==> src/rtl/sw_watchdog_pkg.sv <==
package sw_watchdog_pkg;

    // default width of the time-out counter
    localparam int unsigned WD_CNT_W_DEF = 4;

    // registered outputs of the top level
    typedef struct packed {
        logic irq;
        logic fail;
    } wd_out_t;

endpackage

==> src/rtl/wd_tick_gen.sv <==
module wd_tick_gen #(
    parameter int unsigned TICK_DIV = 390625
) (
    input  logic clk_i,
    input  logic rst_ni,
    input  logic restart_i,
    output logic tick_o
);
    localparam int unsigned PW = (TICK_DIV > 1) ? $clog2(TICK_DIV) : 1;
    localparam logic [PW-1:0] LAST = PW'(TICK_DIV - 1);

    typedef struct packed {
        logic [PW-1:0] cnt;
    } pre_st_t;

    pre_st_t st_d, st_q;
    logic    tick_w;

    always_comb begin
        st_d   = st_q;
        tick_w = !restart_i && (st_q.cnt == LAST);
        if (restart_i || tick_w) begin
            st_d.cnt = '0;
        end else begin
            st_d.cnt = st_q.cnt + 1'b1;
        end
    end

    always_ff @(posedge clk_i or negedge rst_ni) begin
        if (!rst_ni) st_q <= '0;
        else         st_q <= st_d;
    end

    assign tick_o = tick_w;

    // a restart brings the prescaler back to zero
    assert_pre_restart_R4: assert property (@(posedge clk_i) disable iff (!rst_ni)
        restart_i |=> (st_q.cnt == '0));

    // the prescaler never passes its last value
    assert_pre_range_R2: assert property (@(posedge clk_i) disable iff (!rst_ni)
        st_q.cnt <= LAST);

endmodule

==> src/rtl/wd_timeout_ctr.sv <==
module wd_timeout_ctr #(
    parameter int unsigned CNT_W = 4
) (
    input  logic clk_i,
    input  logic rst_ni,
    input  logic restart_i,
    input  logic tick_i,
    output logic ovf_o
);
    localparam logic [CNT_W-1:0] TOP = '1;

    typedef struct packed {
        logic [CNT_W-1:0] val;
    } to_st_t;

    to_st_t st_d, st_q;
    logic   ovf_w;

    always_comb begin
        st_d  = st_q;
        ovf_w = 1'b0;
        if (restart_i) begin
            st_d.val = '0;
        end else if (tick_i) begin
            ovf_w    = (st_q.val == TOP);
            st_d.val = st_q.val + 1'b1;
        end
    end

    always_ff @(posedge clk_i or negedge rst_ni) begin
        if (!rst_ni) st_q <= '0;
        else         st_q <= st_d;
    end

    assign ovf_o = ovf_w;

    // a restart zeroes the count
    assert_ctr_restart_R4: assert property (@(posedge clk_i) disable iff (!rst_ni)
        restart_i |=> (st_q.val == '0));

    // wraps are never back to back
    assert_ovf_single_R7: assert property (@(posedge clk_i) disable iff (!rst_ni)
        ovf_w |=> !ovf_w);

    // the count holds between ticks
    assert_ctr_hold_R2: assert property (@(posedge clk_i) disable iff (!rst_ni)
        (!restart_i && !tick_i) |=> $stable(st_q.val));

endmodule

==> src/rtl/wd_pfail_timer.sv <==
module wd_pfail_timer #(
    parameter int unsigned DELAY = 200000
) (
    input  logic clk_i,
    input  logic rst_ni,
    input  logic notice_i,
    output logic evt_o
);
    localparam int unsigned DW = $clog2(DELAY + 1);
    localparam logic [DW-1:0] LAST = DW'(DELAY - 1);

    typedef struct packed {
        logic [DW-1:0] cnt;
        logic          done;
    } pf_st_t;

    pf_st_t st_d, st_q;
    logic   evt_w;

    always_comb begin
        st_d  = st_q;
        evt_w = 1'b0;
        if (!notice_i) begin
            st_d.cnt  = '0;
            st_d.done = 1'b0;
        end else if (!st_q.done) begin
            if (st_q.cnt == LAST) begin
                evt_w     = 1'b1;
                st_d.done = 1'b1;
            end else begin
                st_d.cnt = st_q.cnt + 1'b1;
            end
        end
    end

    always_ff @(posedge clk_i or negedge rst_ni) begin
        if (!rst_ni) st_q <= '0;
        else         st_q <= st_d;
    end

    assign evt_o = evt_w;

    // one warning per continuous notice
    assert_pf_once_R8: assert property (@(posedge clk_i) disable iff (!rst_ni)
        evt_w |=> !evt_w);

    // a dropped notice rearms the timer
    assert_pf_rearm_R9: assert property (@(posedge clk_i) disable iff (!rst_ni)
        !notice_i |=> (st_q.cnt == '0 && !st_q.done));

endmodule

==> src/rtl/sw_watchdog.sv <==
module sw_watchdog
    import sw_watchdog_pkg::*;
#(
    parameter int unsigned TICK_DIV       = 390625,
    parameter int unsigned CNT_W          = WD_CNT_W_DEF,
    parameter int unsigned PF_HOLDUP_CLKS = 250000,
    parameter int unsigned PF_LEAD_CLKS   = 50000
) (
    input  logic clk_i,
    input  logic rst_ni,
    input  logic kick_i,
    input  logic fail_clr_i,
    input  logic pwr_down_i,
    output logic irq_o,
    output logic fail_o
);
    localparam int unsigned PF_DELAY =
        (PF_HOLDUP_CLKS > PF_LEAD_CLKS) ? (PF_HOLDUP_CLKS - PF_LEAD_CLKS) : 1;

    logic    tick_w;
    logic    ovf_w;
    logic    pf_evt_w;
    wd_out_t st_d, st_q;

    wd_tick_gen #(.TICK_DIV(TICK_DIV)) u_tick (
        .clk_i     (clk_i),
        .rst_ni    (rst_ni),
        .restart_i (kick_i),
        .tick_o    (tick_w)
    );

    wd_timeout_ctr #(.CNT_W(CNT_W)) u_ctr (
        .clk_i     (clk_i),
        .rst_ni    (rst_ni),
        .restart_i (kick_i),
        .tick_i    (tick_w),
        .ovf_o     (ovf_w)
    );

    wd_pfail_timer #(.DELAY(PF_DELAY)) u_pf (
        .clk_i    (clk_i),
        .rst_ni   (rst_ni),
        .notice_i (pwr_down_i),
        .evt_o    (pf_evt_w)
    );

    always_comb begin
        st_d     = st_q;
        st_d.irq = ovf_w | pf_evt_w;
        if (ovf_w) begin
            st_d.fail = 1'b1;
        end else if (fail_clr_i) begin
            st_d.fail = 1'b0;
        end
    end

    always_ff @(posedge clk_i or negedge rst_ni) begin
        if (!rst_ni) st_q <= '0;
        else         st_q <= st_d;
    end

    assign irq_o  = st_q.irq;
    assign fail_o = st_q.fail;

    // the flag only rises after a wrap
    assert_fail_set_R3: assert property (@(posedge clk_i) disable iff (!rst_ni)
        (st_q.fail && !$past(st_q.fail)) |-> $past(ovf_w));

    // a wrap raises both the pulse and the flag
    assert_ovf_flags_R3: assert property (@(posedge clk_i) disable iff (!rst_ni)
        ovf_w |=> (st_q.irq && st_q.fail));

    // a restart does not drop the flag
    assert_kick_keeps_R5: assert property (@(posedge clk_i) disable iff (!rst_ni)
        (st_q.fail && kick_i && !fail_clr_i) |=> st_q.fail);

    // the clear works when no wrap competes
    assert_clr_R6: assert property (@(posedge clk_i) disable iff (!rst_ni)
        (fail_clr_i && !ovf_w) |=> !st_q.fail);

    // the power warning reaches the output
    assert_pf_irq_R8: assert property (@(posedge clk_i) disable iff (!rst_ni)
        pf_evt_w |=> st_q.irq);

endmodule

==> config.mk <==
export PLATFORM = sky130hd
export DESIGN_NAME = sw_watchdog
export DESIGN_NICKNAME = d
export VERILOG_FILES = /design/src/rtl/sw_watchdog_pkg.sv /design/src/rtl/wd_tick_gen.sv /design/src/rtl/wd_timeout_ctr.sv /design/src/rtl/wd_pfail_timer.sv /design/src/rtl/sw_watchdog.sv
export SDC_FILE = /design/constraint.sdc
export NUM_CORES = 1
export LEC_CHECK = 0
export ABC_AREA = 0
export ABC_CLOCK_PERIOD_IN_PS = 2650
export CORE_UTILIZATION = 60
export CTS_CLUSTER_DIAMETER = 80
export DETAILED_ROUTE_END_ITERATION = 6
export PLACE_DENSITY = 0.77
export SYNTH_ARGS = -nofsm -noshare
export SYNTH_HDL_FRONTEND = slang
export SYNTH_SLANG_ARGS = --single-unit
==> constraint.sdc <==
create_clock -name clk_i -period 2.65 [get_ports clk_i]
set_input_delay 0.265 -clock clk_i [delete_from_list [all_inputs] [get_ports clk_i]]
set_output_delay 0.265 -clock clk_i [all_outputs]
set_load 0.1 [all_outputs]
Yosys cells after proc, flatten, opt, wreduce, memory -nomap -nowiden:

Cells that the tools add are included.

* reductions and logical operators: 6
* bitwise logic cells: 1
* equal/unequal tests: 5
* muxes and demuxes: 13
* add/subtract/negate cells: 3

Operators by type and width (number)
* 19-bit two-way mux: 3
* 19-bit by 1-bit adder with 19-bit output (second input constant): 1
* 19-bit == test (second input constant): 1
* 18-bit by 1-bit adder with 18-bit output (second input constant): 1
* 18-bit == test (second input constant): 1
* 18-bit two-way mux: 1
* 4-bit two-way mux: 2
* 1-bit two-way mux: 7
* 4-bit by 1-bit adder with 4-bit output (second input constant): 1
* 4-bit == test (second input constant): 1
* 2-bit != test (second input constant): 2
* 2-bit nonzero test: 2
* 2-bit AND reduction: 1
* 1-bit logical AND: 1
* 1-bit zero test: 1
* 1-bit logical OR: 1
* 1-bit OR: 1

* logic and storage cells: 34
* input port bits: 5
* bits in registers: 44

Longest topological paths before layout:

Gate-level depths: netlist of the first run.

* word-level depth: 5
* mapped depth: 8

Hierarchy:

Synthesis of the first run repeated with hierarchy kept, for this count alone.

* cells, all modules: 248
* area, all modules: 2438.6 µm²

Modules (own cells, without submodules)
* wd_pfail_timer: seq. area each 475.5 µm², cells an instance 124, times used 1, area each 1134.8 µm²
* wd_tick_gen: seq. area each 475.5 µm², cells an instance 101, times used 1, area each 1007.2 µm²
* wd_timeout_ctr: seq. area each 100.1 µm², cells an instance 18, times used 1, area each 227.7 µm²
* sw_watchdog: seq. area each 50.0 µm², cells an instance 5, times used 1, area each 68.8 µm²

Worst setup path before layout of the first run:

Ideal clock, no wire load.

* kind: reg2reg
* from: register u_tick.st_q[0] (netlist bit)
* to: register u_ctr.st_q[3] (netlist bit)
* library setup time: 125 ps
* period minus slack after synthesis: 1825 ps
* slack: 825 ps
* stages on the path, launching flop included: 8
* arrival time: 1700 ps
* buffers on the path: 1
* path through: dfrtp_1 -> inv_1 -> ha_1 -> nand4b_1 -> or3_1 -> buf_2 -> nor3_2 -> mux2_2

* word-level cells in the longest chain between the ends: 3

RTL lines
* start, declared: line wd_tick_gen.sv:16 `pre_st_t st_d, st_q;`
* start signal, assigned: line wd_tick_gen.sv:31 `else st_q <= st_d;`
* 19-bit == test: line wd_tick_gen.sv:21 `tick_w = !restart_i && (st_q.cnt == LAST);`
* 1-bit logical AND: line wd_tick_gen.sv:21
* 2-bit nonzero test (no source line)
* end signal, assigned: line wd_timeout_ctr.sv:32 `else st_q <= st_d;`
* end, declared: line wd_timeout_ctr.sv:16 `to_st_t st_d, st_q;`

Every way passes these cells.
A chain may end at the register's enable or synchronous reset.

==> results of run 1 <==
## synth_stat cells, types with 4 or more instances
library cell  count
and3_1            4
dfrtp_1          44
ha_1              4
inv_1            13
mux2i_1           5
nand2_1          15
nand2b_1          7
nand3_1          15
nand4_1          11
nor2_1           30
nor3_1            7
nor4_1           12
o21ai_0           4
or3_1             6
xnor2_1          17
xor2_1            5
## layer usage
metal  vias up  part of all wire [%]  track usage, %
met2        31                    51            42.6
met3         8                   2.8            5.28
li1        890                     -               -
met5         -                     0               0
met1       926                    45            31.5
met4         0                   1.3            7.07
## cells by family after synthesis
logic type                 share of synthesized area [%]
buffers and inverters                               3.52
and+or+nand+nor                                     30.9
xor gates and xnor gates                            8.08
muxes                                               3.04
adders and majority gates                           2.10
DFF                                                 46.2
AOI/OAI and AO/OA                                   6.14
## worst paths after layout
kind | endpoint | from | cells after the start
max reg2reg | u_tick.st_q[17]$_DFF_PN0_ | u_tick.st_q[3]$_DFF_PN0_ | 4
max in group asynchronous | u_ctr.st_q[2]$_DFFE_PN0N_ | rst_ni | 1
max | u_tick.st_q[17]$_DFF_PN0_ | u_tick.st_q[3]$_DFF_PN0_ | 4
min | u_pf.st_q[14]$_DFFE_PN0P_ | rst_ni | 1
min in group clk_i | fail_o$_DFFE_PN0P_ | fail_o$_DFFE_PN0P_ | 2
min reg2reg | fail_o$_DFFE_PN0P_ | fail_o$_DFFE_PN0P_ | 2
## worst register-to-register path: cells and delay by family (launching register included)
kind	cells	cell delay (ps)
flops	1	450
compound gates	1	150
simple gates	3	1360
## stage by stage
stage	total power, mW	instance area, µm²	utilization, %
detailed placement	0.786	2470	66.1
CTS	1.22	2570	68.6
finish	1.21	2570	68.6
global route	1.26	2570	68.6
global placement	0.782	2470	66.1
floorplan	0.752	2380	-
## layout make-up
| cell class | count | share of cell area (%) |
|---|---|---|
| well taps | 48 | 2.34 |
| clock buffers | 7 | 3.36 |
| repair buffers | 8 | 2.53 |
| flip-flops and latches | 44 | 42.9 |
| multi-input cells | 182 | 46.7 |
| inverters | 13 | 1.90 |
| clock inverters | 1 | 0.292 |
## report_power, final
| part | switching (mW) | leakage (nW) | internal (mW) |
|---|---|---|---|
| clock network | 0.228 | 0.0445 | 0.212 |
| registers | 0.0205 | 0.609 | 0.684 |
| logic | 0.0446 | 0.369 | 0.0244 |
## flip-flops by register name (all words and copies together) (netlist names)
| name | cells |
|---|---|
| irq_o | 1 |
| u_ctr.st_q | 4 |
| u_pf.st_q | 19 |
| u_tick.st_q | 19 |
| fail_o | 1 |
==> run metrics, run 1 <==
status finished, final reports clean; CP endpoint kind flop; vias per inst 6.12; CP Max Fanout 11; Net Count, Synth 254; Yosys cell types 49; DRT antenna net count 0; final slew viol count 0; Post-Syn Instances 245; wire per inst 15.2 µm; core area 0.00374 mm²; Yosys Warn Count 0; Starting Density 63.7%; worst path required time 2880 ps; Syn Area/Cell 9.73 µm²; Sequential cell area 0.00110 mm²; critical path arrival 2260 ps; Reg2Reg Setup Slack 620 ps; GP Congestion 0.868; most frequent cells in the layout dfrtp_1 (44), nor2_1 (30), xnor2_1 (17), nand2_1 (15), nand3_1 (15); CTS tree built; Layout Cells excl Fill 303; standard-cell rows 22; die width 65.0 µm; final hold slack 103 ps; clk_lat worst skew 300 ps; fillers 315; clock sink count 44; maximum root-to-sink buffer count 2; number of gates resized after CTS 0; Synth area leader dfrtp_1; dpl hpwl 3220 µm; Peak VDD IR 0.347 mV; Pre-antenna DRT Iters 4; Vias 1855; final hold violations 0; final setup vio count 0; first-pass GRT wire length 8060 µm; Slew HR 37.4%; dpl ws 648 ps; TritonCTS Buffers 5; fraction of registers with async set or reset after synthesis 100%; Synth top area share 46.2%; die area 0.00423 mm²; Post-synth EDFFs 0; Multi-input gate area 0.00120 mm²; Critical-path top delay cell or4_1; slowest stage delay, CP 630 ps; Final min period 2030 ps; largest net degree at the start of global routing 45; Leakage 1.02 nW; CP delay by family, top simple AND/OR/NAND/NOR gates; top cells by area, synth dfrtp_1 (46%), xnor2_1 (6.2%), nor2_1 (4.7%), nand3_1 (3.1%), nor4_1 (3.1%); Worst Slack Setup Final 619 ps; setup TNS 0 ps; prevailing post-synth register cell dfrtp_1; GRT Total Usage 24.9%; Ant. Diodes 0; Die Ht 65.0 µm; antenna violations before repair 0; unrepaired setup endpoints after global routing false; vias in the first global route 1761; Critical Path Start Type flop; DR iter-0 viols 214; CTS Hold Bufs 0; worst min-delay path class primary input to async pin; Seq cells post-synth 44; Max Freq 492 MHz; worst path bufs/invs 0; layout cells sized above 1 8.63%; Pwr Density 472 mW/mm²; clock skew 8.51 ps; measured slew at the worst slew-check pin 938 ps; I/O Buffers 6; most common cell after layout, fill and taps aside dfrtp_1; register area share after synthesis 46.2%; Post-Place Cells 295; fin crit share 76.6%; CTS HTree Levels 2; GRT Residual Overflow 0; I/O Pins 7; crit-path cells nand4_1 > or4_1 > or3_1 > a21oi_2; aggregate routed wire length 4610 µm; Worst-path clk slew 90 ps; Crit Path Class flop to flop; Root Driver clkbuf_8; max_cap viols 0; DRC 0; post-CTS setup buffer count 0; Post-Syn Area 0.00238 mm²; final net count 263; Area Growth Syn to Fin 7.72%
Power figures use the tool's default switching activity.
==> run 2: changes to the inputs <==
ABC_CLOCK_PERIOD_IN_PS = 2100   (was 2650)
clock period = 2.1 ns   (was 2.65 ns; I/O delays follow)
==> run metrics, run 2 (synthesis gave the netlist of run 1 again) <==
sw power 0.371 mW; measured slew at the worst slew-check pin 547 ps; CTS tree built; most common cell after layout, fill and taps aside dfrtp_1; Die Ht 65.0 µm; Pwr Density 614 mW/mm²; layout cells sized above 1 10.7%; maximum root-to-sink buffer count 2; Area Growth Syn to Fin 11.0%; final cell utilization of the core 70.7%; Largest regs u_pf.st_q: 19 flops, u_tick.st_q: 19 flops, u_ctr.st_q: 4 flops; first-pass GRT wire length 8460 µm; CP endpoint kind flop; Critical Path Start Type flop; Root Driver clkbuf_8; wire per inst 15.4 µm; GP Congestion 0.926; worst min-delay path class primary input to async pin; die area 0.00423 mm²; CP Max Fanout 8; Multi-input gate area 0.00120 mm²; Pint 1.25 mW; antenna violations before repair 0; GRT Residual Overflow 0; slowest stage delay, CP 460 ps; DRT antenna net count 0; Final min period 1920 ps; worst path bufs/invs 1; die width 65.0 µm; critical path arrival 2110 ps; vias per inst 5.98; clock skew 12.0 ps; final slew viol count 0; fillers 308; DRC 0; DR iter-0 viols 156; final hold violations 0; Slew HR 63.2%; Leakage 1.07 nW; max_cap viols 0; Sequential cell area 0.00110 mm²; Reg2Reg Setup Slack 180 ps; Starting Density 63.7%; Worst-path clk slew 90 ps; Vias 1849; clock sink count 44; GRT Total Usage 26.5%; setup TNS 0 ps; Max Freq 521 MHz; dpl hpwl 3330 µm; clk_lat worst skew 300 ps; sequential fraction of design power 54.5%; TritonCTS Buffers 5; standard-cell rows 22; I/O Buffers 6; worst path required time 2290 ps; core area 0.00374 mm²; fin crit share 91.4%; final setup vio count 0; CTS HTree Levels 2; Comb power frac 5.8%; crit-path cells inv_1 > ha_1 > nand4b_1 > or3_4 > nor3_1 > mux2_1; post-CTS setup buffer count 0; clock group share of total power 39.7%; sw frac 22.8%; unrepaired setup endpoints after global routing false; CP delay by family, top simple AND/OR/NAND/NOR gates; status finished, final reports clean; Crit Path Class flop to flop; aggregate routed wire length 4760 µm; Peak VDD IR 0.461 mV; most frequent cells in the layout dfrtp_1 (44), nor2_1 (30), xnor2_1 (17), nand2_1 (15), nand3_1 (15); I/O Pins 7; vias in the first global route 1878; final net count 269; Pre-antenna DRT Iters 4; largest net degree at the start of global routing 26; Critical-path top delay cell or3_4; Ant. Diodes 0
-- run 2: changes by cell type in the layout (fill, tap and decap cells not counted) --
| cell | delta |
|---|---|
| buf_4 | +4 |
| buf_12 | +1 |
| bufinv_16 | +1 |
| clkbuf_8 | -1 |
| clkinv_2 | +1 |
| clkinvlp_4 | -1 |
| dlygate4sd3_1 | +1 |
| or3_1 | -1 |
| or3_4 | +1 |
-- run 2: cell type report --
class / instances / area share, %
multi-input combinational: 182 / 45.5
sequential: 44 / 41.6
timing repair buffer: 14 / 4.73
clock buffer: 6 / 2.74
tap: 48 / 2.27
inverter: 13 / 1.84
clock inverter: 2 / 1.32
-- run 2: timing repair --
action | in CTS | in global routing
resized for setup | 0 | 1
hold buffers | 1 | 0
setup endpoints to repair | 0 | 1
hold endpoints to repair | 23 | 0
-- run 2: power by group through the flow --
stage / logic (mW) / clock network, mW / registers (mW)
2_1_floorplan: 0.0515 / 0 / 0.898
3_3_place_gp: 0.0912 / 0 / 0.902
3_5_place_dp: 0.0939 / 0 / 0.903
4_1_cts: 0.0960 / 0.661 / 0.886
5_1_grt: 0.108 / 0.694 / 0.889
6_report: 0.0944 / 0.645 / 0.886
-- run 2: metal layers --
layer | part of all wire [%] | track usage (%)
met4 | 2.5 | 12.2
met5 | 0 | 0
met3 | 3.0 | 6.16
met2 | 50 | 43.6
met1 | 44 | 33.0
-- run 2: worst paths after layout --
| path | from | endpoint | cells past startpoint |
|---|---|---|---|
| worst max-delay path | u_tick.st_q[0]$_DFF_PN0_ | u_ctr.st_q[2]$_DFFE_PN0N_ | 6 |
| worst min-delay path | rst_ni | u_pf.st_q[6]$_DFFE_PN0P_ | 2 |
| worst max register to register | u_tick.st_q[0]$_DFF_PN0_ | u_ctr.st_q[2]$_DFFE_PN0N_ | 6 |
| worst min register to register | u_pf.st_q[3]$_DFFE_PN0P_ | u_pf.st_q[3]$_DFFE_PN0P_ | 1 |
| max in group asynchronous | rst_ni | u_tick.st_q[1]$_DFF_PN0_ | 3 |
| min in group clk_i | fail_clr_i | fail_o$_DFFE_PN0P_ | 2 |
-- run 2: metrics by stage --
| stage | cell area (µm²) | total power, mW | hold WS (ps) | setup slack, ps | instances |
|---|---|---|---|---|---|
| 2_1_floorplan | 2380 | 0.949 | -85.6 | 275 | 245 |
| 3_3_place_gp | 2520 | 0.993 | 223 | 208 | 300 |
| 3_5_place_dp | 2520 | 0.997 | 226 | 145 | 300 |
| 4_1_cts | 2640 | 1.64 | 430 | 116 | 309 |
| 5_1_grt | 2650 | 1.69 | 475 | 67.0 | 309 |
| 6_report | 2650 | 1.63 | 416 | 182 | 309 |
==> run 3: changes to the inputs <==
--- a/config.mk
+++ b/config.mk
@@ -9,2 +9,3 @@
 export ABC_CLOCK_PERIOD_IN_PS = 2100
+export CAP_MARGIN = 20
 export CORE_UTILIZATION = 60
@@ -12,3 +13,3 @@
 export DETAILED_ROUTE_END_ITERATION = 6
-export PLACE_DENSITY = 0.77
+export PLACE_DENSITY = 0.86
 export SYNTH_ARGS = -nofsm -noshare
==> constraint.sdc (replaced) <==
create_clock -name clk_i -period 2.1 [get_ports clk_i]
set_input_delay 0.42 -clock clk_i [delete_from_list [all_inputs] [get_ports clk_i]]
set_output_delay 0.42 -clock clk_i [all_outputs]
set_load 0.1 [all_outputs]
==> run metrics, run 3 (synthesis gave the netlist of run 1 again) <==
status finished, final reports clean; most common cell after layout, fill and taps aside dfrtp_1; unrepaired setup endpoints after global routing false; number of gates resized after CTS 0; final instance area 0.00264 mm²; clk_lat worst skew 300 ps; Root Driver clkbuf_8; final net count 269; Ant. Diodes 0; I/O Pins 7; Slew HR 64.8%; largest net degree at the start of global routing 20; dpl ws 53.5 ps; CTS Hold Bufs 0; I/O Buffers 6; DRC 0; standard-cell rows 22; GRT Residual Overflow 0; Max Freq 501 MHz; final hold violations 0; CP Max Fanout 8; worst path required time 2280 ps; wire per inst 15.2 µm; Worst-path clk slew 80 ps; Crit Path Class flop to flop; most frequent cells in the layout dfrtp_1 (44), nor2_1 (30), xnor2_1 (17), nand2_1 (15), nand3_1 (15); DP Area 0.00253 mm²; Pwr Density 612 mW/mm²; Starting Density 63.7%; Reg2Reg Setup Slack 100 ps; max_cap viols 0; final hold slack 35.1 ps; Vias 1865; critical path arrival 2180 ps; final setup vio count 0; TritonCTS Buffers 5; first-pass GRT wire length 8100 µm; setup TNS 0 ps; CTS HTree Levels 2; die area 0.00423 mm²; Critical Path Start Type flop; Largest regs u_pf.st_q: 19 flops, u_tick.st_q: 19 flops, u_ctr.st_q: 4 flops; vias in the first global route 1791; DRT antenna net count 0; Peak VDD IR 0.351 mV; total power draw 1.61 mW; Leakage 1.07 nW; clock sink count 44; post-CTS setup buffer count 0; die width 65.0 µm; measured slew at the worst slew-check pin 523 ps; Area Growth Syn to Fin 10.7%; Final min period 2000 ps; dpl hpwl 3340 µm; core area 0.00374 mm²; final slew viol count 0; DR iter-0 viols 117; Pre-antenna DRT Iters 4; clock skew 6.66 ps; CP endpoint kind flop; fin crit share 95.1%; aggregate routed wire length 4710 µm; antenna violations before repair 0; maximum root-to-sink buffer count 2; Die Ht 65.0 µm; vias per inst 6.04; worst min-delay path class primary input to async pin; layout cells sized above 1 10.7%; CTS tree built; GP Congestion 0.940; GRT Total Usage 25.6%; Worst Slack Setup Final 102 ps
-- run 3: power breakdown --
group          total, mW  leakage [nW]  switching [mW]  internal, mW
clock network      0.630        0.0552           0.277         0.353
logic             0.0953         0.401          0.0573        0.0380
registers          0.889         0.609          0.0256         0.863
total               1.61          1.07           0.360          1.25
-- run 3: final cells by class --
cell class | count | area (µm²)
Multi-Input combinational cell | 182 | 1200
Fill cell | 290 | 1100
Sequential cell | 44 | 1100
Timing Repair Buffer | 14 | 123
Clock buffer | 6 | 72.6
Tap cell | 48 | 60.1
Inverter | 13 | 48.8
Clock inverter | 2 | 35.0
-- run 3: worst paths after layout --
path,end,cells past startpoint,start
setup / recovery,u_ctr.st_q[3]$_DFFE_PN0N_,6,u_tick.st_q[0]$_DFF_PN0_
hold / removal,u_pf.st_q[13]$_DFFE_PN0P_,1,rst_ni
setup reg to reg,u_ctr.st_q[3]$_DFFE_PN0N_,6,u_tick.st_q[0]$_DFF_PN0_
hold reg to reg,u_tick.st_q[18]$_DFF_PN0_,2,u_tick.st_q[18]$_DFF_PN0_
max in group asynchronous,u_tick.st_q[13]$_DFF_PN0_,2,rst_ni
min in group clk_i,u_tick.st_q[18]$_DFF_PN0_,2,u_tick.st_q[18]$_DFF_PN0_
-- run 3: worst max-delay path, cell delays in order (launching register included) --
cell      delay, ps
dfrtp_1         460
inv_1            90
ha_1            140
nand4b_1        140
or3_1           520
nor3_2          200
mux2_2          340
-- run 3: stage by stage --
| stage | utilization, % | cells |
|---|---|---|
| after floorplan | - | 245 |
| after global placement | 67.6 | 301 |
| after detailed placement | 67.6 | 301 |
| after CTS | 70.5 | 309 |
| after global routing | 70.5 | 309 |
| final | 70.5 | 309 |
-- run 3: routing by layer --
layer	up-vias	share of wire (%)	GRT usage [%]	routed length [µm]
met5	-	0	0	0
met2	49	50	42.3	2360
met4	0	2.4	13.3	111
li1	906	-	-	-
met1	900	43	31.0	2040
met3	10	4.2	5.99	199
